`src/rtl/lt_pkg.sv`:
```
package lt_pkg;
  localparam int LANES        = 4;
  localparam int STATUS_BYTES = 6;
  localparam int ALIGN_BYTE   = 2;
  localparam int ADJ_BYTE     = 4;

  localparam int HOLD_US      = 400;
  localparam int CR_POLL_US   = 100;
  localparam int EQ_POLL_US   = 400;
  localparam int IV_UNIT_US   = 4000;
  localparam int CR_REPEATS   = 5;
  localparam int EQ_ADJ_MAX   = 5;

  localparam logic [1:0] SEL_PATTERN = 2'd0;
  localparam logic [1:0] SEL_DRIVE   = 2'd1;
  localparam logic [1:0] SEL_STATUS  = 2'd2;

  typedef enum logic [3:0] {
    S_IDLE, S_PRE_OFF, S_CR_PAT, S_CR_DRV, S_CR_HOLD, S_CR_POLL, S_CR_RD,
    S_CR_ADJ, S_EQ_PAT, S_EQ_POLL, S_EQ_RD, S_EQ_ADJ, S_FIN_HOLD, S_FIN_OFF,
    S_FIN_SRC
  } lt_state_e;
endpackage

```
`src/rtl/lt_lane_eval.sv`:
```
module lt_lane_eval
  import lt_pkg::*;
#(
  parameter int NL = LANES
) (
  input  logic [8*STATUS_BYTES-1:0] status_i,
  input  logic [NL-1:0]             active_i,
  output logic                      cr_all_o,
  output logic                      eq_all_o,
  output logic [7:0]                adj_drive_o
);
  logic [NL-1:0] cr_l, eq_l, nib_top;
  logic [1:0]    sw_l [NL];
  logic [1:0]    pr_l [NL];

  for (genvar l = 0; l < NL; l++) begin : g_lane
    localparam int NB = 8 * (l / 2) + 4 * (l % 2);
    localparam int AB = 8 * (ADJ_BYTE + l / 2) + 4 * (l % 2);
    logic [3:0] nib;
    assign nib        = status_i[NB +: 4];
    assign nib_top[l] = nib[3];
    assign cr_l[l]    = ~active_i[l] | nib[0];
    assign eq_l[l]    = ~active_i[l] | (&nib[2:0]);
    assign sw_l[l]    = active_i[l] ? status_i[AB +: 2] : 2'd0;
    assign pr_l[l]    = active_i[l] ? status_i[AB + 2 +: 2] : 2'd0;
  end

  logic align;
  assign align    = status_i[8 * ALIGN_BYTE];
  assign cr_all_o = &cr_l;
  assign eq_all_o = align & (&eq_l);

  logic [1:0] sw_max, pr_max;
  always_comb begin
    sw_max = '0;
    pr_max = '0;
    for (int l = 0; l < NL; l++) begin
      if (sw_l[l] > sw_max) sw_max = sw_l[l];
      if (pr_l[l] > pr_max) pr_max = pr_l[l];
    end
  end

  assign adj_drive_o = {2'b00, &pr_max, pr_max, &sw_max, sw_max};

  logic unused_bits;
  assign unused_bits = ^{nib_top, status_i[8*ALIGN_BYTE+1 +: 15]};
endmodule

```
`src/rtl/lt_timer.sv`:
```
module lt_timer #(
  parameter int US_CYCLES = 100,
  parameter int TW        = 32
) (
  input  logic          clk_i,
  input  logic          rst_ni,
  input  logic          start_i,
  input  logic [TW-1:0] us_i,
  output logic          expire_o
);
  localparam logic [TW-1:0] US_C = TW'(US_CYCLES);

  logic [TW-1:0] cnt_q;
  logic          busy_q;

  always_ff @(posedge clk_i or negedge rst_ni) begin
    if (!rst_ni) begin
      cnt_q  <= '0;
      busy_q <= 1'b0;
    end else if (start_i) begin
      cnt_q  <= us_i * US_C - TW'(1);
      busy_q <= 1'b1;
    end else if (busy_q) begin
      if (cnt_q == '0) busy_q <= 1'b0;
      else             cnt_q  <= cnt_q - TW'(1);
    end
  end

  assign expire_o = busy_q && (cnt_q == '0);
endmodule

```
`src/rtl/lt_sequencer.sv`:
```
module lt_sequencer
  import lt_pkg::*;
#(
  parameter int US_CYCLES = 100,
  parameter int TW        = 32
) (
  input  logic        clk_i,
  input  logic        rst_ni,
  input  logic        start_i,
  input  logic [1:0]  lanes_i,
  input  logic        tps3_i,
  input  logic [7:0]  rd_interval_i,
  output logic        acc_req_o,
  output logic        acc_wr_o,
  output logic [1:0]  acc_sel_o,
  output logic [31:0] acc_wdata_o,
  input  logic        acc_ack_i,
  input  logic        acc_err_i,
  input  logic [47:0] acc_rdata_i,
  output logic [1:0]  src_pattern_o,
  output logic [7:0]  drive_o,
  output logic        src_done_o,
  output logic        done_o,
  output logic        cr_ok_o,
  output logic        eq_ok_o
);
  localparam logic [2:0] CR_LAST = 3'(CR_REPEATS - 1);
  localparam logic [2:0] EQ_LAST = 3'(EQ_ADJ_MAX);

  lt_state_e   state_q, state_d;
  logic [3:0]  act_q, act_d;
  logic        tps3_q, tps3_d;
  logic [7:0]  iv_q, iv_d;
  logic [7:0]  drive_q, drive_d;
  logic [1:0]  prev_sw_q, prev_sw_d;
  logic        sw_seen_q, sw_seen_d;
  logic [2:0]  att_q, att_d;
  logic [1:0]  pat_q, pat_d;
  logic        done_q, done_d, cr_ok_q, cr_ok_d, eq_ok_q, eq_ok_d;

  logic          tmr_go, tmr_exp;
  logic [TW-1:0] tmr_us, poll_cr, poll_eq;
  logic          cr_all, eq_all;
  logic [7:0]    adj_drive;

  lt_lane_eval #(.NL(LANES)) u_eval (
    .status_i   (acc_rdata_i),
    .active_i   (act_q),
    .cr_all_o   (cr_all),
    .eq_all_o   (eq_all),
    .adj_drive_o(adj_drive)
  );

  lt_timer #(.US_CYCLES(US_CYCLES), .TW(TW)) u_tmr (
    .clk_i   (clk_i),
    .rst_ni  (rst_ni),
    .start_i (tmr_go),
    .us_i    (tmr_us),
    .expire_o(tmr_exp)
  );

  assign poll_cr = (iv_q == '0) ? TW'(CR_POLL_US) : TW'(iv_q) * TW'(IV_UNIT_US);
  assign poll_eq = (iv_q == '0) ? TW'(EQ_POLL_US) : TW'(iv_q) * TW'(IV_UNIT_US);

  // access port decode
  always_comb begin
    acc_req_o   = 1'b1;
    acc_wr_o    = 1'b1;
    acc_sel_o   = SEL_PATTERN;
    acc_wdata_o = '0;
    unique case (state_q)
      S_PRE_OFF, S_FIN_OFF: acc_wdata_o = 32'd0;
      S_CR_PAT:             acc_wdata_o = 32'd1;
      S_EQ_PAT:             acc_wdata_o = tps3_q ? 32'd3 : 32'd2;
      S_CR_DRV, S_CR_ADJ, S_EQ_ADJ: begin
        acc_sel_o   = SEL_DRIVE;
        acc_wdata_o = {4{drive_q}};
      end
      S_CR_RD, S_EQ_RD: begin
        acc_wr_o  = 1'b0;
        acc_sel_o = SEL_STATUS;
      end
      default: begin
        acc_req_o = 1'b0;
        acc_wr_o  = 1'b0;
      end
    endcase
  end

  always_comb begin
    state_d   = state_q;
    act_d     = act_q;
    tps3_d    = tps3_q;
    iv_d      = iv_q;
    drive_d   = drive_q;
    prev_sw_d = prev_sw_q;
    sw_seen_d = sw_seen_q;
    att_d     = att_q;
    pat_d     = pat_q;
    done_d    = done_q;
    cr_ok_d   = cr_ok_q;
    eq_ok_d   = eq_ok_q;
    tmr_go    = 1'b0;
    tmr_us    = TW'(HOLD_US);
    unique case (state_q)
      S_IDLE: if (start_i) begin
        unique case (lanes_i)
          2'd0:    act_d = 4'b0001;
          2'd1:    act_d = 4'b0011;
          default: act_d = 4'b1111;
        endcase
        tps3_d    = tps3_i;
        iv_d      = rd_interval_i;
        drive_d   = '0;
        sw_seen_d = 1'b0;
        att_d     = '0;
        pat_d     = 2'd0;
        done_d    = 1'b0;
        cr_ok_d   = 1'b0;
        eq_ok_d   = 1'b0;
        state_d   = S_PRE_OFF;
      end
      S_PRE_OFF: if (acc_ack_i) begin
        pat_d   = 2'd1;
        state_d = S_CR_PAT;
      end
      S_CR_PAT: if (acc_ack_i) state_d = S_CR_DRV;
      S_CR_DRV: if (acc_ack_i) begin
        tmr_go  = 1'b1;
        state_d = S_CR_HOLD;
      end
      S_CR_HOLD: if (tmr_exp) begin
        tmr_go  = 1'b1;
        tmr_us  = poll_cr;
        state_d = S_CR_POLL;
      end
      S_CR_POLL: if (tmr_exp) state_d = S_CR_RD;
      S_CR_RD: if (acc_ack_i) begin
        if (acc_err_i) begin
          tmr_go  = 1'b1;
          state_d = S_FIN_HOLD;
        end else if (cr_all) begin
          cr_ok_d = 1'b1;
          pat_d   = tps3_q ? 2'd3 : 2'd2;
          att_d   = '0;
          state_d = S_EQ_PAT;
        end else if (drive_q[2]) begin
          tmr_go  = 1'b1;
          state_d = S_FIN_HOLD;
        end else if (sw_seen_q && drive_q[1:0] == prev_sw_q && att_q == CR_LAST) begin
          tmr_go  = 1'b1;
          state_d = S_FIN_HOLD;
        end else begin
          att_d     = (sw_seen_q && drive_q[1:0] == prev_sw_q) ? att_q + 3'd1 : 3'd0;
          prev_sw_d = drive_q[1:0];
          sw_seen_d = 1'b1;
          drive_d   = adj_drive;
          state_d   = S_CR_ADJ;
        end
      end
      S_CR_ADJ: if (acc_ack_i) begin
        tmr_go  = 1'b1;
        tmr_us  = poll_cr;
        state_d = S_CR_POLL;
      end
      S_EQ_PAT: if (acc_ack_i) begin
        tmr_go  = 1'b1;
        tmr_us  = poll_eq;
        state_d = S_EQ_POLL;
      end
      S_EQ_POLL: if (tmr_exp) state_d = S_EQ_RD;
      S_EQ_RD: if (acc_ack_i) begin
        if (!acc_err_i && eq_all) eq_ok_d = 1'b1;
        if (acc_err_i || eq_all || att_q > EQ_LAST) begin
          tmr_go  = 1'b1;
          state_d = S_FIN_HOLD;
        end else begin
          drive_d = adj_drive;
          state_d = S_EQ_ADJ;
        end
      end
      S_EQ_ADJ: if (acc_ack_i) begin
        att_d   = att_q + 3'd1;
        tmr_go  = 1'b1;
        tmr_us  = poll_eq;
        state_d = S_EQ_POLL;
      end
      S_FIN_HOLD: if (tmr_exp) begin
        pat_d   = 2'd0;
        state_d = S_FIN_OFF;
      end
      S_FIN_OFF: if (acc_ack_i) state_d = S_FIN_SRC;
      S_FIN_SRC: begin
        done_d  = 1'b1;
        state_d = S_IDLE;
      end
      default: state_d = S_IDLE;
    endcase
  end

  always_ff @(posedge clk_i or negedge rst_ni) begin
    if (!rst_ni) begin
      state_q   <= S_IDLE;
      act_q     <= 4'b0001;
      tps3_q    <= 1'b0;
      iv_q      <= '0;
      drive_q   <= '0;
      prev_sw_q <= '0;
      sw_seen_q <= 1'b0;
      att_q     <= '0;
      pat_q     <= '0;
      done_q    <= 1'b0;
      cr_ok_q   <= 1'b0;
      eq_ok_q   <= 1'b0;
    end else begin
      state_q   <= state_d;
      act_q     <= act_d;
      tps3_q    <= tps3_d;
      iv_q      <= iv_d;
      drive_q   <= drive_d;
      prev_sw_q <= prev_sw_d;
      sw_seen_q <= sw_seen_d;
      att_q     <= att_d;
      pat_q     <= pat_d;
      done_q    <= done_d;
      cr_ok_q   <= cr_ok_d;
      eq_ok_q   <= eq_ok_d;
    end
  end

  assign src_pattern_o = pat_q;
  assign drive_o       = drive_q;
  assign src_done_o    = (state_q == S_FIN_SRC);
  assign done_o        = done_q;
  assign cr_ok_o       = cr_ok_q;
  assign eq_ok_o       = eq_ok_q;
endmodule

```
`config.mk`:
```
export PLATFORM = sky130hd
export DESIGN_NAME = lt_sequencer
export DESIGN_NICKNAME = d
export VERILOG_FILES = /design/src/rtl/lt_pkg.sv /design/src/rtl/lt_lane_eval.sv /design/src/rtl/lt_timer.sv /design/src/rtl/lt_sequencer.sv
export SDC_FILE = /design/constraint.sdc
export NUM_CORES = 1
export LEC_CHECK = 0
export ABC_AREA = 0
export CAP_MARGIN = 20
export CORE_MARGIN = 2
export CORE_UTILIZATION = 50
export DETAILED_ROUTE_END_ITERATION = 10
export PLACE_DENSITY_LB_ADDON = 0.12
export SYNTH_ARGS = -nofsm -noshare
export SYNTH_HDL_FRONTEND = slang
export SYNTH_SLANG_ARGS = --single-unit
```
`constraint.sdc`:
```
create_clock -name clk_i -period 9.4 [get_ports clk_i]
set_input_delay 1.41 -clock clk_i [delete_from_list [all_inputs] [get_ports clk_i]]
set_output_delay 1.41 -clock clk_i [all_outputs]
set_load 0.1 [all_outputs]
```
After elaboration in Yosys (flattened, before gate mapping)

Cells that the tools add are included.

Bits in registers: 69
Logic and storage cells: 235
Output and inout port bits: 50

$add $sub $neg: 3
Reduce and logical (&&, ||, !) cells: 44
Equal/unequal tests: 41
$lt $le $gt $ge: 9
Muxes and demuxes: 104
Multipliers: 2
Bitwise operators: 17

Operator list:

| cell                                                | number |
|---|---|
| 2-to-1 mux 20 bit                                   | 5 |
| 2-to-1 mux 32 bit                                   | 3 |
| one-hot mux 32 bit (3 select lines)                 | 1 |
| 2-to-1 mux 4 bit                                    | 17 |
| 2-to-1 mux 8 bit                                    | 8 |
| subtractor 32 x 1 -> 32 bit, second input constant  | 2 |
| one-hot mux 20 bit (3 select lines)                 | 1 |
| one-hot mux 4 bit (13 select lines)                 | 1 |
| 2-to-1 mux 2 bit                                    | 22 |
| != test 2 bit, second input constant                | 21 |
| zero test 32 bit                                    | 1 |
| equality test 4 bit, second input constant          | 7 |
| AND reduction 7 bit                                 | 4 |
| 2-to-1 mux 1 bit                                    | 27 |
| 2-to-1 mux 3 bit                                    | 9 |
| multiplier 20 x 5 -> 25 bit, second input constant  | 1 |
| one-hot mux 8 bit (3 select lines)                  | 1 |
| equality test 4 x 3 -> 1 bit, second input constant | 4 |
| multiplier 8 x 7 -> 15 bit, second input constant   | 1 |
| AND reduction 13 bit                                | 1 |
| greater-than comparator 2 bit                       | 6 |
| AND reduction 3 bit                                 | 4 |
| AND reduction 4 bit                                 | 3 |
| AND reduction 2 bit                                 | 5 |
| 36 further kinds                                    | 65 |

Longest topological paths before layout

Word-level depth: 16
Depth in mapped cells: 32

Modules after synthesis

From an unflattened synthesis, not the netlist that was laid out.

Cells, all modules: 1200
Area total of the unflattened synthesis: 9914.5 um2

By module, submodules not included:

| module       | cells each | instances | area each (um2) |
|---|---|---|---|
| lt_timer     | 689        | 1         | 5474.0 |
| lt_sequencer | 428        | 1         | 3853.7 |
| lt_lane_eval | 83         | 1         | 586.8 |

Least setup slack after synthesis

Ideal clock, no wire load.

Path type: reg2reg
From: register iv_q[0]
To: register u_tmr.cnt_q[27]
Data arrival time: 7.260 ns
Library setup time: 0.083 ns
Stages on the path, launching flop included: 29
Path buffers: 0
Path slack: 2.058 ns
Period minus slack after synthesis: 7.342 ns
Cell sequence: dfrtp_1 -> fa_1 -> xor2_1 -> ha_1 -> fa_1 -> inv_1 -> fa_1 -> inv_1 -> ha_1 -> a21o_1 -> a21o_1 -> xor2_1 -> nand2_1 -> inv_1 -> ha_1 -> ha_1 -> inv_1 -> fa_1 -> inv_1 -> ha_1 -> and2_1 -> a221o_1 -> and2_1 -> o31a_1 -> or4_1 -> a21o_1 -> nor3b_1 -> or3b_2 -> o21ai_0

Word-level cells in the longest chain between the ends: 7
Elaborated cells on any way between the ends: 11
Classes of those cells: add/sub (1); mul (2); mux (7); reduce/logical (1)

RTL lines:

| element                                                              | RTL line                               | text |
|---|---|---|
| start, declared                                                      | lt_sequencer.sv:33                     | `logic [7:0] iv_q, iv_d;` |
| start signal, assigned                                               | lt_sequencer.sv:219                    | `iv_q <= iv_d;` |
| multiplier 8 x 7 -> 15 bit / zero test 8 bit (equally long branches) | lt_sequencer.sv:62, lt_sequencer.sv:63 |  |
| 2-to-1 mux 20 bit, on equally long branches                          | lt_sequencer.sv:63, lt_sequencer.sv:62 |  |
| 2-to-1 mux 20 bit, on equally long branches                          | --                                     |  |
| one-hot mux 20 bit (3 select lines) (*)                              | lt_sequencer.sv:105                    | `unique case (state_q)` |
| multiplier 20 x 5 -> 25 bit (*)                                      | lt_timer.sv:21                         | `cnt_q <= us_i * US_C - TW'(1);` |
| subtractor 32 x 1 -> 32 bit (*)                                      | lt_timer.sv:21                         |  |
| 2-to-1 mux 32 bit (*)                                                | lt_timer.sv:20                         | `end else if (start_i) begin` |
| end signal, assigned                                                 | lt_timer.sv:21                         |  |
| end signal, assigned                                                 | lt_timer.sv:25                         | `else cnt_q <= cnt_q - TW'(1);` |
| end, declared                                                        | lt_timer.sv:13                         | `logic [TW-1:0] cnt_q;` |

Mark *: on every way between the ends. The rest lies on a longest branch, timed or not.
A chain may end at the register's enable or synchronous reset.

Final worst setup path

From: register iv_q[0]
To: register u_tmr.cnt_q[31]

The elaborated chain is that of the path after synthesis.

==> impl_metrics.toml <==
[sta]
slew_headroom_pct = 32.8
finalClockSkew_ns = 0.00954
worst_slew_pin_slew_ns = 1.01
final-hold-violation-count = 0
timing.final.crit_share_pct = 84.4
rsz0062_at_grt = "no"
max_freq_mhz = 126
fin_setup_tns_ns = 0
post-route-min-period_ns = 7.93
setup_viol = 0
report.final.slew_viol_count = 0

[yosys]
yosysWarningCount = 0
synth-main-ff-cell = "dfrtp_1"
synth_area_leaders = "dfrtp_1 (20%), ha_1 (19%), fa_1 (7.9%)"
synth-edff-count = 0
synth_cell_types = 71
syn_inst = 972
ys_async_sr_fraction_pct = 100
seq_area_frac_synth_pct = 20.1
yosys.area.top_type = "dfrtp_1"
netlist_top_cells_count = "inv_1 (122), ha_1 (121), nand2_1 (94), nor2_1 (69), dfrtp_1 (65)"
synth.avg_cell_area_sq_um = 8.34
synth-seq-cells = 65
netlist.area_leader.share_pct = 20.1
synthesis.area_sq_mm = 0.00811
synth.most_common_cell = "inv_1"

[detailed_routing]
routedWlPerCell_microns = 13.8
dr.pass1.iters = 5
dr_wl_met3_microns = 696
postRouteAntennaNets = 0
finalWirelength_microns = 17200
highest_layer = "met4"
drt-met1-wl_microns = 8050
vias = 6687
route.detailed.drc = 0
met2RoutedLength_microns = 8200
viasPerCell = 5.35
drt-initial-drc-count = 450

[cells_and_area]
stdcell_count = 1249
areaGrowthSynthToFinish_pct = 14.6
drive_gt1_share_pct = 4.74
fin_util_pct = 58.5
fill_cells = 1533
diodes = 0
final_nets = 1245
final_cell_area_sq_mm = 0.00929

[global_routing]
grt_overflow = 0
track_usage_pct = 20.8
antenna_found_initial = 0
grt_pass1_wl_microns = 30200
grt_max_degree = 66
first_global_vias = 6497

[floorplan]
ioPinCount = 114
coreArea_sq_mm = 0.0159
dieHeight_microns = 131
die_w_microns = 131
rows = 46
die_area_sq_mm = 0.0173
start_util_pct = 51.0

[critical_path]
required_ns = 9.65
start_kind = "register"
crit_type = "register to register"
critPathMaxFanout = 7
cp_slowest_stage_delay_ns = 0.63
cp-end-kind = "register"
slowest_stage = "fa_1"
arrival_ns = 8.18
crit_top_cell = "o21ai_0"

[cts]
cts_tree = "done"
cts_buffers = 9
cts.clk_slew.worst_paths_ns = 0.06
htreeDepth = 3
numClockSinks = 65
cts_setup_buffers = 0
holdBufCountCts = 0
cts_buffer_depth = 2
clk_latency_ns = 0.34
cts_resized = 0
cts_root_buf = "clkbuf_16"

[flow_run]
drv_cap = 0

[run_status]
status = "complete, no violations"

[placement]
gp_congestion = 0.885
dp_cells = 1233
port_buffers = 84
placed_area_sq_mm = 0.00898
dp_hpwl_microns = 14000

[worst_hold_path]
min_path_type = "register to register"
## area by class of cell
type	instances	area [sq um]	share of cell area, %
Multi-Input combinational cell	744	5770	62.1
Sequential cell	65	1630	17.5
Timing Repair Buffer	86	851	9.16
Inverter	122	458	4.93
Tap cell	216	270	2.91
Clock buffer	11	253	2.72
Clock inverter	5	62.6	0.673
## path summary, 6_finish.rpt
kind                       depth (start not counted)                          end             startpoint  slack [ns]
min                                                2        sw_seen_q$_DFFE_PN0P_  sw_seen_q$_DFFE_PN0P_        0.48
min in group asynchronous                          2  u_tmr.cnt_q[25]$_DFFE_PN0P_                 rst_ni        1.25
max reg2reg                                       31  u_tmr.cnt_q[31]$_DFFE_PN0P_    iv_q[0]$_DFFE_PN0P_        1.47
max in group asynchronous                          2          iv_q[2]$_DFFE_PN0P_                 rst_ni        7.58
max                                               31  u_tmr.cnt_q[31]$_DFFE_PN0P_    iv_q[0]$_DFFE_PN0P_        1.47
min reg2reg                                        2        sw_seen_q$_DFFE_PN0P_  sw_seen_q$_DFFE_PN0P_        0.48
## layer usage
metal	vias to the layer above	global-route usage, %
met4	0	4.83
met3	23	4.17
li1	3430	-
met5	-	0
met1	3115	27.2
met2	119	35.5
## cell usage in the layout, fill, tap and decap left out, types with 4 or more instances in the layout
master           instances
o31a_1                   5
nand4_1                  6
nand2b_1                 9
mux2_2                  14
nand3_1                 12
and2_1                  21
or3_1                   12
clkbuf_16                9
nor3_1                  23
fa_1                    32
a21o_1                  14
o41ai_1                  5
o22ai_1                  5
nand2_1                 94
a31oi_1                 10
xnor2_1                 33
o21a_1                   8
a21oi_1                 48
nor2_1                  69
or4_1                   10
and3_1                   5
clkdlybuf4s50_1         83
nor4_1                   8
ha_1                   121
or2_2                    4
o21ai_0                 51
o21bai_1                 4
inv_1                  122
nor2b_1                  6
o31ai_1                 12
dfrtp_1                 65
conb_1                  10
xor2_1                  33
## cell families (layout without fill, tap and decap cells)
kind of cell,after synthesis,in the layout,synth area share (%)
other cells,1,10,0.0463
simple gates,298,298,18.7
buf+inv,172,224,9.17
mux,17,17,2.31
compound gates,200,200,16.0
flops,65,65,20.1
xor+xnor,66,66,7.13
fa+ha+maj,153,153,26.6
## critical path, delay by kind of cell (launching register included)
family | cells | cell delay, ns
AND/OR/NAND/NOR | 5 | 1.28
XOR/XNOR | 3 | 0.62
adder cells (fa/ha/maj) | 9 | 3.59
AO/OA/AOI/OAI | 10 | 1.73
buffers and inverters | 4 | 0.18
flip-flops | 1 | 0.46
## stage by stage
step           setup WS [ns]  hold WS, ns
3_3_place_gp            1.53        0.457
2_1_floorplan           2.06        0.439
3_5_place_dp            1.43        0.468
4_1_cts                 1.41        0.481
6_report                1.47        0.475
5_1_grt                0.793        0.511
## state kept, by name, summed over array words and instances (netlist names)
signal / flops
act_q: 2
att_q: 3
cr_ok_o: 1
done_o: 1
drive_o: 6
eq_ok_o: 1
iv_q: 8
prev_sw_q: 2
src_pattern_o: 2
state_q: 4
sw_seen_q: 1
tps3_q: 1
u_tmr.busy_q: 1
u_tmr.cnt_q: 32
Power is left out: the tool's default activity adds up to more than one toggle a clock period on the data nets, which glitch-free logic cannot reach.
